## config.mk

```make
export PLATFORM = sky130hd
export DESIGN_NAME = ppo_order_check
export DESIGN_NICKNAME = d
export VERILOG_FILES = /design/src/rtl/ppo_pkg.sv /design/src/rtl/ppo_op_decode.sv /design/src/rtl/ppo_fence_eval.sv /design/src/rtl/ppo_order_check.sv
export SDC_FILE = /design/constraint.sdc
export NUM_CORES = 1
export LEC_CHECK = 0
export BUFFER_PORTS_ARGS = -buffer_cell sky130_fd_sc_hd__buf_4
export CELL_PAD_IN_SITES_DETAIL_PLACEMENT = 1
export CELL_PAD_IN_SITES_GLOBAL_PLACEMENT = 1
export CORE_MARGIN = 4
export CORE_UTILIZATION = 22
export DETAILED_ROUTE_END_ITERATION = 16
export PLACE_DENSITY_LB_ADDON = 0.15
export REMOVE_ABC_BUFFERS = 1
export SYNTH_ARGS = -nofsm -noshare
export SYNTH_HDL_FRONTEND = slang
export SYNTH_SLANG_ARGS = --single-unit
export TNS_END_PERCENT = 10
```

## constraint.sdc

```tcl
create_clock -name vclk -period 1.8
set_clock_uncertainty 0.1 [all_clocks]
set_input_delay 0.18 -clock vclk [all_inputs]
set_output_delay 0.18 -clock vclk [all_outputs]
set_load 0.01 [all_outputs]
```

## src/rtl/ppo_pkg.sv

```systemverilog
package ppo_pkg;

  localparam logic [2:0] KIND_LD     = 3'd0;
  localparam logic [2:0] KIND_LR     = 3'd1;
  localparam logic [2:0] KIND_ST     = 3'd2;
  localparam logic [2:0] KIND_SC     = 3'd3;
  localparam logic [2:0] KIND_AMO    = 3'd4;

  localparam logic [2:0] WHY_NONE    = 3'd0;
  localparam logic [2:0] WHY_ADDR    = 3'd1;
  localparam logic [2:0] WHY_PAIR    = 3'd2;
  localparam logic [2:0] WHY_ANNOT   = 3'd3;
  localparam logic [2:0] WHY_FENCE   = 3'd4;
  localparam logic [2:0] WHY_DEP     = 3'd5;

  // fence bit positions inside one slot
  localparam int FB_PR = 3;
  localparam int FB_PW = 2;
  localparam int FB_SR = 1;
  localparam int FB_SW = 0;

  typedef struct packed {
    logic is_mem;
    logic is_load;
    logic is_store;
    logic is_plain_st;
    logic is_lr;
    logic is_sc;
    logic acq;
    logic rel;
    logic rcsc_tag;
    logic promoted;
  } op_attr_t;

endpackage

```

## src/rtl/ppo_op_decode.sv

```systemverilog
module ppo_op_decode
  import ppo_pkg::*;
(
  input  logic [2:0] kind,
  input  logic       aq,
  input  logic       rl,
  input  logic       rcsc,
  output op_attr_t   attr
);

  logic ld, st;

  always_comb begin
    ld = (kind == KIND_LD) || (kind == KIND_LR) || (kind == KIND_AMO);
    st = (kind == KIND_ST) || (kind == KIND_SC) || (kind == KIND_AMO);
    attr.is_load     = ld;
    attr.is_store    = st;
    attr.is_mem      = ld | st;
    attr.is_plain_st = (kind == KIND_ST);
    attr.is_lr       = (kind == KIND_LR);
    attr.is_sc       = (kind == KIND_SC);
    // release on a load implies acquire; acquire on a store implies release
    attr.acq         = (ld | st) & (aq | (rl & ld));
    attr.rel         = (ld | st) & (rl | (aq & st));
    attr.promoted    = (attr.acq & ~aq) | (attr.rel & ~rl);
    attr.rcsc_tag    = rcsc & (attr.acq | attr.rel);
  end

endmodule

```

## src/rtl/ppo_fence_eval.sv

```systemverilog
module ppo_fence_eval
  import ppo_pkg::*;
#(
  parameter int NUM_FENCES = 4
) (
  input  logic [NUM_FENCES-1:0]   valid,
  input  logic [NUM_FENCES-1:0]   tso,
  input  logic [4*NUM_FENCES-1:0] bits,
  input  logic                    o_ld,
  input  logic                    o_st,
  input  logic                    y_ld,
  input  logic                    y_st,
  output logic                    ordered,
  output logic                    illegal
);

  logic [NUM_FENCES-1:0] slot_ord;
  logic [NUM_FENCES-1:0] slot_bad;

  for (genvar g = 0; g < NUM_FENCES; g++) begin : g_slot
    logic [3:0] b;
    logic       legal_set;
    logic       pair_hit;
    logic       tso_hit;

    always_comb begin
      b         = bits[4*g +: 4];
      legal_set = (b == 4'b1010) || (b == 4'b0101) || (b == 4'b1101) ||
                  (b == 4'b1011) || (b == 4'b1111);
      pair_hit  = (o_ld & y_ld & b[FB_PR] & b[FB_SR]) |
                  (o_ld & y_st & b[FB_PR] & b[FB_SW]) |
                  (o_st & y_ld & b[FB_PW] & b[FB_SR]) |
                  (o_st & y_st & b[FB_PW] & b[FB_SW]);
      tso_hit   = (o_ld & (y_ld | y_st)) | (o_st & y_st);
      slot_bad[g] = valid[g] & ~tso[g] & ~legal_set;
      slot_ord[g] = valid[g] & (tso[g] ? tso_hit : (legal_set & pair_hit));
    end
  end

  assign ordered = |slot_ord;
  assign illegal = |slot_bad;

endmodule

```

## src/rtl/ppo_order_check.sv

```systemverilog
module ppo_order_check
  import ppo_pkg::*;
#(
  parameter int ADDR_W     = 32,
  parameter int NUM_FENCES = 4
) (
  input  logic [2:0]              old_kind,
  input  logic [ADDR_W-1:0]       old_addr,
  input  logic                    old_aq,
  input  logic                    old_rl,
  input  logic                    old_rcsc,
  input  logic [2:0]              new_kind,
  input  logic [ADDR_W-1:0]       new_addr,
  input  logic                    new_aq,
  input  logic                    new_rl,
  input  logic                    new_rcsc,
  input  logic [NUM_FENCES-1:0]   fence_valid,
  input  logic [NUM_FENCES-1:0]   fence_tso,
  input  logic [4*NUM_FENCES-1:0] fence_bits,
  input  logic                    rsv_pair,
  input  logic                    dep_addr,
  input  logic                    dep_data,
  input  logic                    dep_ctrl,
  output logic                    must_order,
  output logic [2:0]              order_reason,
  output logic                    fence_illegal,
  output logic                    annot_promoted
);

  op_attr_t oa, ya;
  logic     fence_hit;
  logic     both_mem;
  logic     hit_addr, hit_pair, hit_annot, hit_fence, hit_dep;

  ppo_op_decode u_old (
    .kind (old_kind), .aq (old_aq), .rl (old_rl), .rcsc (old_rcsc), .attr (oa)
  );

  ppo_op_decode u_new (
    .kind (new_kind), .aq (new_aq), .rl (new_rl), .rcsc (new_rcsc), .attr (ya)
  );

  ppo_fence_eval #(.NUM_FENCES(NUM_FENCES)) u_fence (
    .valid   (fence_valid),
    .tso     (fence_tso),
    .bits    (fence_bits),
    .o_ld    (oa.is_load),
    .o_st    (oa.is_store),
    .y_ld    (ya.is_load),
    .y_st    (ya.is_store),
    .ordered (fence_hit),
    .illegal (fence_illegal)
  );

  always_comb begin
    both_mem  = oa.is_mem & ya.is_mem;
    hit_addr  = both_mem & ya.is_store & (old_addr == new_addr);
    hit_pair  = rsv_pair & oa.is_lr & ya.is_sc;
    hit_annot = both_mem & (oa.acq | ya.rel | (oa.rcsc_tag & ya.rcsc_tag));
    hit_fence = both_mem & fence_hit;
    hit_dep   = both_mem & ~oa.is_plain_st &
                (dep_addr | dep_data | (dep_ctrl & ya.is_store));

    if (hit_addr)       order_reason = WHY_ADDR;
    else if (hit_pair)  order_reason = WHY_PAIR;
    else if (hit_annot) order_reason = WHY_ANNOT;
    else if (hit_fence) order_reason = WHY_FENCE;
    else if (hit_dep)   order_reason = WHY_DEP;
    else                order_reason = WHY_NONE;
  end

  assign must_order     = hit_addr | hit_pair | hit_annot | hit_fence | hit_dep;
  assign annot_promoted = oa.promoted | ya.promoted;

endmodule

```

==> results of run 1 <==
worst paths after layout:
check      startpoint         endpoint  slack (ns)  cells after the start
max       old_kind[1]  order_reason[0]       -0.23                      9
min    fence_valid[0]    fence_illegal        0.59                      4
through the flow:
stage	hold slack (ns)	setup TNS [ns]	util	total power, mW
6_report	0.586	-0.738	0.514	0.568
4_1_cts	0.595	-0.473	0.498	0.550
5_1_grt	0.609	-1.17	0.514	0.618
3_5_place_dp	0.595	-0.930	0.469	0.512
3_3_place_gp	0.594	-0.869	0.469	0.503
2_1_floorplan	0.396	0	-	0.184
logic make-up (layout without fill, tap and decap cells):
logic type,Yosys count,in the layout,share of synthesized area
buffers and inverters,6,136,0.0226
and+or+nand+nor,68,68,0.374
AOI/OAI and AO/OA,41,41,0.277
muxes,4,4,0.0453
xor gates and xnor gates,32,32,0.282
repair_timing:
action | 4_1_cts | 5_1_grt
endpoints found under the setup margin | 4 | 4
pin swaps | 12 | 9
gates resized for setup | 27 | 15
cloned | 0 | 0
layer usage:
| metal | vias up | part of all wire |
|---|---|---|
| li1 | 838 | - |
| met1 | 760 | 0.37 |
| met2 | 72 | 0.53 |
| met3 | 2 | 0.095 |
| met4 | 0 | 0.0027 |
| met5 | - | 0 |
final cells by class:
cell class,instances,area [µm²]
multi-input cells,145,1140
well taps,52,65.1
repair buffers,130,1010
fillers,566,2110
inverters,6,22.5
power groups by stage:
| stage | Clock (mW) | Sequential (mW) | Combinational [mW] |
|---|---|---|---|
| after detailed placement | 0 | 0 | 0.512 |
| after global routing | 0 | 0 | 0.618 |
| after floorplan | 0 | 0 | 0.184 |
| after CTS | 0 | 0 | 0.550 |
| final | 0 | 0 | 0.568 |
| after global placement | 0 | 0 | 0.503 |
synth_stat cells (all sizes together):
library cell,instances,area (µm²)
xor2,32,280
and4,2,20.0
a41oi,1,8.76
a221o,1,10.0
nor2,11,41.3
a211oi,5,37.5
o221ai,1,8.76
a22oi,2,15.0
o21ai,5,25.0
or2,1,6.26
o31ai,4,30.0
and4b,1,10.0
nand4,4,25.0
o22ai,10,62.6
a211o,1,8.76
nand2,18,67.6
inv,6,22.5
nor3,2,10.0
nor4,10,62.6
nor3b,2,25.0
nand3,6,30.0
nor2b,4,25.0
nand2b,5,31.3
nand4b,2,17.5
a21oi,8,43.8
mux2,4,45.0
o311ai,1,8.76
o22a,1,8.76
o21a,1,7.51
==> impl_metrics.prom, run 1 <==
# TYPE chip_impl_metric gauge
chip_impl_metric{name="place.gp.congestion",unit=""} 0.771
chip_impl_metric{name="final_max_slew_viol_count",unit=""} 0
chip_impl_metric{name="drt-pass1-iter-count",unit=""} 4
chip_impl_metric{name="final.period_utilization",unit=""} 1.13
chip_impl_info{name="cpMostUsedCell",value="buf_6"} 1
chip_impl_info{name="crit_family",value="compound AO/OA/AOI/OAI gates"} 1
chip_impl_metric{name="final-hold-violation-count",unit=""} 0
chip_impl_metric{name="synth.cell_area",unit="µm²"} 995
chip_impl_metric{name="chipHeight",unit="µm"} 75.2
chip_impl_metric{name="vias_per_cell",unit=""} 5.02
chip_impl_metric{name="ports",unit=""} 110
chip_impl_metric{name="seq_power_share",unit=""} 0
chip_impl_metric{name="die_w",unit="µm"} 75.2
chip_impl_info{name="critPathLaunchType",value="primary input"} 1
chip_impl_metric{name="ys_types",unit=""} 32
chip_impl_info{name="setup.worst_path.end_class",value="output pin"} 1
chip_impl_metric{name="power.share.combinational",unit=""} 1.000
chip_impl_metric{name="first_global_vias",unit=""} 1789
chip_impl_metric{name="cap_violations",unit=""} 0
chip_impl_metric{name="gr-total-overflow",unit=""} 0
chip_impl_metric{name="finish.net_count",unit=""} 387
chip_impl_metric{name="clock_power_share",unit=""} 0
chip_impl_metric{name="timing.max_slew.rel_slack",unit=""} 0.768
chip_impl_metric{name="cellInternalPower",unit="mW"} 0.323
chip_impl_metric{name="data_required_time_at_the_worst_endpoint",unit="ns"} 1.52
chip_impl_metric{name="final.min_clock_period",unit="ns"} 2.03
chip_impl_metric{name="fin_cells",unit=""} 333
chip_impl_metric{name="postCtsHoldBufs",unit=""} 0
chip_impl_metric{name="critPathMaxFanout",unit=""} 6
chip_impl_metric{name="groute.layer.met1.usage",unit=""} 0.191
chip_impl_metric{name="power_switching_share",unit=""} 0.432
chip_impl_metric{name="syn_avg_cell_area",unit="µm²"} 6.59
chip_impl_metric{name="grt_usage",unit=""} 0.170
chip_impl_metric{name="total_switching_power",unit="mW"} 0.245
chip_impl_metric{name="setup_viol_count_final",unit=""} 4
chip_impl_metric{name="post-place-cells",unit=""} 334
chip_impl_metric{name="worst_slew_pin_slew",unit="ns"} 0.344
chip_impl_info{name="rsz0062_at_grt",value="yes"} 1
chip_impl_metric{name="core",unit="µm²"} 4350
chip_impl_metric{name="pre_cts_slack",unit="ns"} -0.331
chip_impl_info{name="final_common_cell",value="buf_4"} 1
chip_impl_metric{name="drive_gt1_frac",unit=""} 0.580
chip_impl_metric{name="max-vdd-ir-drop",unit="mV"} 0.108
chip_impl_metric{name="diodes",unit=""} 0
chip_impl_metric{name="syn-instance-count",unit=""} 151
chip_impl_metric{name="antenna_violations_before_repair",unit=""} 0
chip_impl_metric{name="worst_ep_arrival_time",unit="ns"} 1.75
chip_impl_metric{name="grt_start_max_net_pins",unit=""} 7
chip_impl_info{name="critical_path.cell_chain",value="buf_8 -> buf_6 -> nor3b_4 -> o22ai_4 -> o22ai_2 -> o31ai_2 -> and4_4 -> a221o_1 -> buf_6"} 1
chip_impl_info{name="crit_slowest_cell",value="a221o_1"} 1
chip_impl_metric{name="post_cts_buffers",unit=""} 0
chip_impl_metric{name="drtIter0Drc",unit=""} 51
chip_impl_metric{name="route.detailed.drc",unit=""} 0
chip_impl_metric{name="initial_core_util",unit=""} 0.228
chip_impl_info{name="final_cell_mix",value="buf_4 (123), xor2_1 (32), nand2_1 (17)"} 1
chip_impl_info{name="timing.setup.critical_path_class",value="primary input to output pin"} 1
chip_impl_metric{name="placed_cell_area",unit="µm²"} 2040
chip_impl_metric{name="max_freq",unit="GHz"} 0.492
chip_impl_metric{name="seq_area",unit="µm²"} 0
chip_impl_metric{name="final_cell_area",unit="µm²"} 2240
chip_impl_metric{name="routed_wire_length_per_instance",unit="µm"} 15.5
chip_impl_metric{name="final_critical_path_setup_slack",unit="ns"} -0.232
chip_impl_metric{name="globalRouteMet2Util",unit=""} 0.338
chip_impl_info{name="grt.busiest_layer",value="met2"} 1
chip_impl_metric{name="route.antenna.remaining_nets",unit=""} 0
chip_impl_metric{name="yosysWarnings",unit=""} 0
chip_impl_info{name="run_status",value="finished with violations"} 1
chip_impl_metric{name="yosysSeqAreaShare",unit=""} 0
chip_impl_metric{name="final.clkbuf_count",unit=""} 0
chip_impl_metric{name="buffer_ports.inserted",unit=""} 110
chip_impl_metric{name="design.die.area",unit="µm²"} 5660
chip_impl_info{name="violations",value="negative setup slack"} 1
chip_impl_metric{name="synthToLayoutAreaGrowth",unit="%"} 125
chip_impl_metric{name="detailroute.via_count",unit=""} 1672
chip_impl_metric{name="drt_wl_total",unit="µm"} 5150
chip_impl_metric{name="crit_path_max_incr_delay",unit="ns"} 0.30
chip_impl_metric{name="count_of_buffering_cells_on_the_critical_path_with_inverters_included",unit=""} 3
chip_impl_metric{name="gr-usage-met3",unit=""} 0.0360
chip_impl_info{name="min_path_type",value="primary input to output pin"} 1
chip_impl_metric{name="std_cell_rows",unit=""} 24
chip_impl_metric{name="power_leakage",unit="nW"} 1.03
chip_impl_metric{name="hpwlAfterDp",unit="µm"} 4390
chip_impl_metric{name="power_density",unit="nW/µm²"} 254
chip_impl_metric{name="nFlopsAndLatches",unit=""} 0
chip_impl_metric{name="grt_pass1_wl",unit="µm"} 7770
(Power assumes the default switching activity.)
==> inputs of run 2 (changes only) <==
--- a/config.mk
+++ b/config.mk
@@ -11,6 +11,7 @@
 export CORE_MARGIN = 4
 export CORE_UTILIZATION = 22
 export DETAILED_ROUTE_END_ITERATION = 16
+export MAX_ROUTING_LAYER = met4
 export PLACE_DENSITY_LB_ADDON = 0.15
 export REMOVE_ABC_BUFFERS = 1
 export SYNTH_ARGS = -nofsm -noshare
==> run 2 against run 1 <==
Net effect: the run still ends with negative setup slack left; total power is essentially flat; wire length barely moved; worst setup slack barely moved; critical path type unchanged; largest cell class unchanged; largest power group unchanged.
==> impl_metrics.prom, run 2 (synthesis gave the netlist of run 1 again) <==
# TYPE chip_impl_metric gauge
chip_impl_info{name="run_status",value="finished with violations"} 1
chip_impl_info{name="violations",value="negative setup slack"} 1
chip_impl_info{name="critPathLaunchType",value="primary input"} 1
chip_impl_metric{name="core",unit="µm²"} 4350
chip_impl_info{name="final_common_cell",value="buf_4"} 1
chip_impl_metric{name="hpwlAfterDp",unit="µm"} 4390
chip_impl_metric{name="buffer_ports.inserted",unit=""} 110
chip_impl_metric{name="detailroute.via_count",unit=""} 1672
chip_impl_metric{name="final_max_slew_viol_count",unit=""} 0
chip_impl_metric{name="fin_cells",unit=""} 333
chip_impl_metric{name="routed_wire_length_per_instance",unit="µm"} 15.5
chip_impl_metric{name="tns",unit="ns"} -0.745
chip_impl_metric{name="drive_gt1_frac",unit=""} 0.580
chip_impl_metric{name="final_critical_path_setup_slack",unit="ns"} -0.232
chip_impl_info{name="timing.setup.critical_path_class",value="primary input to output pin"} 1
chip_impl_metric{name="ports",unit=""} 110
chip_impl_metric{name="gr-total-overflow",unit=""} 0
chip_impl_metric{name="finish.net_count",unit=""} 387
chip_impl_metric{name="route.detailed.drc",unit=""} 0
chip_impl_metric{name="worst_slew_pin_slew",unit="ns"} 0.344
chip_impl_metric{name="vias_per_cell",unit=""} 5.02
chip_impl_metric{name="critPathMaxFanout",unit=""} 6
chip_impl_metric{name="power.share.combinational",unit=""} 1.000
chip_impl_metric{name="die_w",unit="µm"} 75.2
chip_impl_metric{name="seq_area",unit="µm²"} 0
chip_impl_metric{name="initial_core_util",unit=""} 0.228
chip_impl_metric{name="max_freq",unit="GHz"} 0.492
chip_impl_metric{name="share_of_the_core_filled_with_cells",unit=""} 0.514
chip_impl_metric{name="place.gp.congestion",unit=""} 0.781
chip_impl_metric{name="total_switching_power",unit="mW"} 0.245
chip_impl_metric{name="nFlopsAndLatches",unit=""} 0
chip_impl_metric{name="clock_power_share",unit=""} 0
chip_impl_metric{name="power_leakage",unit="nW"} 1.03
chip_impl_info{name="final_cell_mix",value="buf_4 (123), xor2_1 (32), nand2_1 (17)"} 1
chip_impl_metric{name="grt_start_max_net_pins",unit=""} 7
chip_impl_info{name="rsz0062_at_grt",value="yes"} 1
chip_impl_metric{name="cellInternalPower",unit="mW"} 0.323
chip_impl_metric{name="power_switching_share",unit=""} 0.432
chip_impl_metric{name="grt_pass1_wl",unit="µm"} 7750
chip_impl_metric{name="antenna_violations_before_repair",unit=""} 0
chip_impl_metric{name="std_cell_rows",unit=""} 24
chip_impl_metric{name="synthToLayoutAreaGrowth",unit="%"} 125
chip_impl_metric{name="timing.max_slew.rel_slack",unit=""} 0.768
chip_impl_metric{name="setup_viol_count_final",unit=""} 4
chip_impl_metric{name="worst_ep_arrival_time",unit="ns"} 1.75
chip_impl_metric{name="worst_hold_slack",unit="ns"} 0.588
chip_impl_metric{name="chipHeight",unit="µm"} 75.2
chip_impl_metric{name="diodes",unit=""} 0
chip_impl_metric{name="drt-pass1-iter-count",unit=""} 4
chip_impl_metric{name="cap_violations",unit=""} 0
chip_impl_metric{name="seq_power_share",unit=""} 0
chip_impl_metric{name="drtIter0Drc",unit=""} 47
chip_impl_metric{name="first_global_vias",unit=""} 1793
chip_impl_metric{name="data_required_time_at_the_worst_endpoint",unit="ns"} 1.52
chip_impl_metric{name="design.die.area",unit="µm²"} 5660
chip_impl_metric{name="drt_wl_total",unit="µm"} 5150
chip_impl_metric{name="final-hold-violation-count",unit=""} 0
chip_impl_metric{name="post_cts_buffers",unit=""} 0
chip_impl_metric{name="final.period_utilization",unit=""} 1.13
chip_impl_metric{name="power_density",unit="nW/µm²"} 254
chip_impl_metric{name="final.min_clock_period",unit="ns"} 2.03
chip_impl_info{name="min_path_type",value="primary input to output pin"} 1
chip_impl_metric{name="max-vdd-ir-drop",unit="mV"} 0.108
chip_impl_metric{name="grt_usage",unit=""} 0.175
chip_impl_info{name="setup.worst_path.end_class",value="output pin"} 1
chip_impl_metric{name="route.antenna.remaining_nets",unit=""} 0
chip_impl_metric{name="post-place-cells",unit=""} 334
chip_impl_metric{name="final.clkbuf_count",unit=""} 0
chip_impl_metric{name="n_fill_cell",unit=""} 566
chip_impl_metric{name="post-layout-total-power",unit="mW"} 0.568
-- run 2: cell counts in the layout (fill, tap and decap cells not counted) --
No cell type changed its count.
-- run 2: timing repair --
item	CTS	global route
pin swaps	12	9
resized for setup	27	15
hold buffers	0	0
setup endpoints to repair	4	4
-- run 2: routing by layer --
layer,track usage,part of all wire,vias up
met5,-,0,-
met2,0.338,0.53,72
li1,-,-,838
met3,0.0214,0.081,2
met1,0.199,0.38,760
met4,0.0136,0.0027,0
-- run 2: critical path: stages --
cell,delay (ns)
buf_8,0.11
buf_6,0.11
nor3b_4,0.29
o22ai_4,0.14
o22ai_2,0.20
o31ai_2,0.08
and4_4,0.21
a221o_1,0.30
buf_6,0.13
-- run 2: worst paths after layout --
| kind | from | end | cells past startpoint | slack [ns] |
|---|---|---|---|---|
| min | fence_valid[0] | fence_illegal | 4 | 0.59 |
| max | old_kind[1] | order_reason[0] | 9 | -0.23 |
-- run 2: power groups by stage --
stage          clock, mW  sequential (mW)  combinational (mW)
4_1_cts                0                0               0.550
2_1_floorplan          0                0               0.184
6_report               0                0               0.568
3_3_place_gp           0                0               0.503
3_5_place_dp           0                0               0.512
5_1_grt                0                0               0.618
-- run 2: area by class of cell --
class              instances  area [µm²]  area share
well taps                 52        65.1      0.0291
multi-input cells        145        1140       0.510
inverters                  6        22.5      0.0101
repair buffers           130        1010       0.451
-- run 2: stage by stage --
step	area (µm²)	setup WS [ns]
2_1_floorplan	995	0.111
3_3_place_gp	2040	-0.278
3_5_place_dp	2040	-0.331
4_1_cts	2170	-0.183
5_1_grt	2240	-0.325
6_report	2240	-0.232
==> inputs of run 3 (changes only) <==
--- a/config.mk
+++ b/config.mk
@@ -14,6 +14,7 @@
 export MAX_ROUTING_LAYER = met4
 export PLACE_DENSITY_LB_ADDON = 0.15
 export REMOVE_ABC_BUFFERS = 1
+export SKIP_LAST_GASP = 1
 export SYNTH_ARGS = -nofsm -noshare
 export SYNTH_HDL_FRONTEND = slang
 export SYNTH_SLANG_ARGS = --single-unit
==> run 3 against run 2 <==
Net effect: hold slack barely moved; global-route usage decreased by 0.14 points; cell count rose by 0.60%; via count down 0.48%; flip-flop and latch count did not move; the run still ends with negative setup slack left; critical endpoint unchanged; largest power group unchanged; cell area up 0.84%; critical path depth did not move.
==> impl_metrics.prom, run 3 (synthesis gave the netlist of run 1 again) <==
# TYPE chip_impl_metric gauge
chip_impl_metric{name="drt-pass1-iter-count",unit=""} 4
chip_impl_metric{name="drive_gt1_frac",unit=""} 0.580
chip_impl_metric{name="worst_slew_pin_slew",unit="ns"} 0.400
chip_impl_info{name="crit_slowest_cell",value="a221o_1"} 1
chip_impl_metric{name="std_cell_rows",unit=""} 24
chip_impl_metric{name="post-place-cells",unit=""} 334
chip_impl_metric{name="core",unit="µm²"} 4350
chip_impl_metric{name="max_freq",unit="GHz"} 0.496
chip_impl_info{name="final_common_cell",value="buf_4"} 1
chip_impl_info{name="crit_end",value="order_reason[0]"} 1
chip_impl_metric{name="synthToLayoutAreaGrowth",unit="%"} 127
chip_impl_info{name="violations",value="negative setup slack"} 1
chip_impl_metric{name="grt_usage",unit=""} 0.174
chip_impl_metric{name="antenna_violations_before_repair",unit=""} 0
chip_impl_info{name="setup.worst_path.end_class",value="output pin"} 1
chip_impl_metric{name="worst_hold_slack",unit="ns"} 0.587
chip_impl_info{name="cpMostUsedCell",value="buf_6"} 1
chip_impl_metric{name="final.period_utilization",unit=""} 1.12
chip_impl_metric{name="power_density",unit="nW/µm²"} 255
chip_impl_metric{name="gr-total-overflow",unit=""} 0
chip_impl_metric{name="seq_area",unit="µm²"} 0
chip_impl_metric{name="postCtsHoldBufs",unit=""} 0
chip_impl_metric{name="drtIter0Drc",unit=""} 43
chip_impl_metric{name="chipHeight",unit="µm"} 75.2
chip_impl_metric{name="route.detailed.drc",unit=""} 0
chip_impl_metric{name="pre_cts_slack",unit="ns"} -0.331
chip_impl_info{name="min_path_type",value="primary input to output pin"} 1
chip_impl_metric{name="grt_start_max_net_pins",unit=""} 7
chip_impl_info{name="final_cell_mix",value="buf_4 (125), xor2_1 (32), nand2_1 (17)"} 1
chip_impl_info{name="rsz0062_at_grt",value="yes"} 1
chip_impl_metric{name="grt_pass1_wl",unit="µm"} 7670
chip_impl_metric{name="diodes",unit=""} 0
chip_impl_metric{name="final_critical_path_setup_slack",unit="ns"} -0.216
chip_impl_info{name="critPathLaunchType",value="primary input"} 1
chip_impl_info{name="critical_path.cell_chain",value="buf_12 -> buf_6 -> nor3b_4 -> o22ai_4 -> o22ai_1 -> o31ai_1 -> and4_4 -> a221o_1 -> buf_6"} 1
chip_impl_metric{name="power_leakage",unit="nW"} 1.04
chip_impl_metric{name="buffer_ports.inserted",unit=""} 110
chip_impl_metric{name="initial_core_util",unit=""} 0.228
chip_impl_metric{name="finish.net_count",unit=""} 389
chip_impl_metric{name="nFlopsAndLatches",unit=""} 0
chip_impl_metric{name="cap_violations",unit=""} 0
chip_impl_metric{name="route.antenna.remaining_nets",unit=""} 0
chip_impl_metric{name="post-layout-total-power",unit="mW"} 0.576
chip_impl_metric{name="worst_ep_arrival_time",unit="ns"} 1.74
chip_impl_metric{name="first_global_vias",unit=""} 1779
chip_impl_metric{name="drt_wl_total",unit="µm"} 5240
chip_impl_metric{name="ports",unit=""} 110
chip_impl_metric{name="crit_path_max_incr_delay",unit="ns"} 0.30
chip_impl_metric{name="final.min_clock_period",unit="ns"} 2.02
chip_impl_metric{name="detailroute.via_count",unit=""} 1664
chip_impl_metric{name="final.clkbuf_count",unit=""} 0
chip_impl_metric{name="design.die.area",unit="µm²"} 5660
chip_impl_metric{name="max-vdd-ir-drop",unit="mV"} 0.111
chip_impl_metric{name="place.gp.congestion",unit=""} 0.781
chip_impl_metric{name="timing.max_slew.rel_slack",unit=""} 0.730
chip_impl_metric{name="final_max_slew_viol_count",unit=""} 0
chip_impl_metric{name="critPathMaxFanout",unit=""} 6
chip_impl_info{name="run_status",value="finished with violations"} 1
chip_impl_metric{name="hpwlAfterDp",unit="µm"} 4390
chip_impl_metric{name="die_w",unit="µm"} 75.2
chip_impl_metric{name="setup_viol_count_final",unit=""} 4
chip_impl_metric{name="fin_cells",unit=""} 335
chip_impl_metric{name="data_required_time_at_the_worst_endpoint",unit="ns"} 1.52
chip_impl_metric{name="routed_wire_length_per_instance",unit="µm"} 15.6
chip_impl_info{name="timing.setup.critical_path_class",value="primary input to output pin"} 1
chip_impl_metric{name="vias_per_cell",unit=""} 4.97
chip_impl_metric{name="tns",unit="ns"} -0.691
chip_impl_metric{name="final-hold-violation-count",unit=""} 0
chip_impl_info{name="crit_path_start",value="old_kind[1]"} 1
-- run 3: changes by cell type in the layout (fill, tap and decap cells not counted), sizes merged --
cell,previous run,this run
buf,130,132
-- run 3: routing by layer --
layer,global-route usage,up-vias,share of wire
li1,-,837,-
met1,0.201,759,0.39
met2,0.334,68,0.54
met3,0.0214,0,0.074
met4,0.00971,0,0
met5,-,-,0
-- run 3: final cells by class --
type | instances | area [µm²]
fill | 569 | 2100
multi-input combinational | 145 | 1140
timing repair buffer | 132 | 1030
tap | 52 | 65.1
inverter | 6 | 22.5
-- run 3: how the worst min path moves through the flow --
| stage | to | slack, ns | startpoint | cells after the start |
|---|---|---|---|---|
| floorplan | annot_promoted | 0.40 | new_rl | 1 |
| global placement | fence_illegal | 0.59 | fence_valid[0] | 4 |
| detailed placement | fence_illegal | 0.59 | fence_valid[0] | 4 |
| CTS | fence_illegal | 0.60 | fence_valid[0] | 4 |
| global route | fence_illegal | 0.61 | fence_valid[0] | 4 |
| finish | fence_illegal | 0.59 | fence_valid[0] | 4 |
-- run 3: where the power goes --
group / switching, mW / internal, mW
clock: 0 / 0
combinational: 0.249 / 0.327
sequential: 0 / 0
-- run 3: metrics by stage --
stage	instance area [µm²]	util
5_1_grt	2260	0.519
2_1_floorplan	995	-
3_5_place_dp	2040	0.469
4_1_cts	2150	0.494
6_report	2260	0.519
3_3_place_gp	2040	0.469
-- run 3: what timing repair did --
action	CTS	global route
pin swaps	11	8
setup endpoints to repair	4	4
resized for setup	24	18
hold endpoints to repair	0	0
setup buffers	0	1
-- run 3: worst max-delay path, delay by kind of cell --
kind,cells,cell delay (ns)
compound gates,4,0.73
simple gates,2,0.48
buf+inv,3,0.35
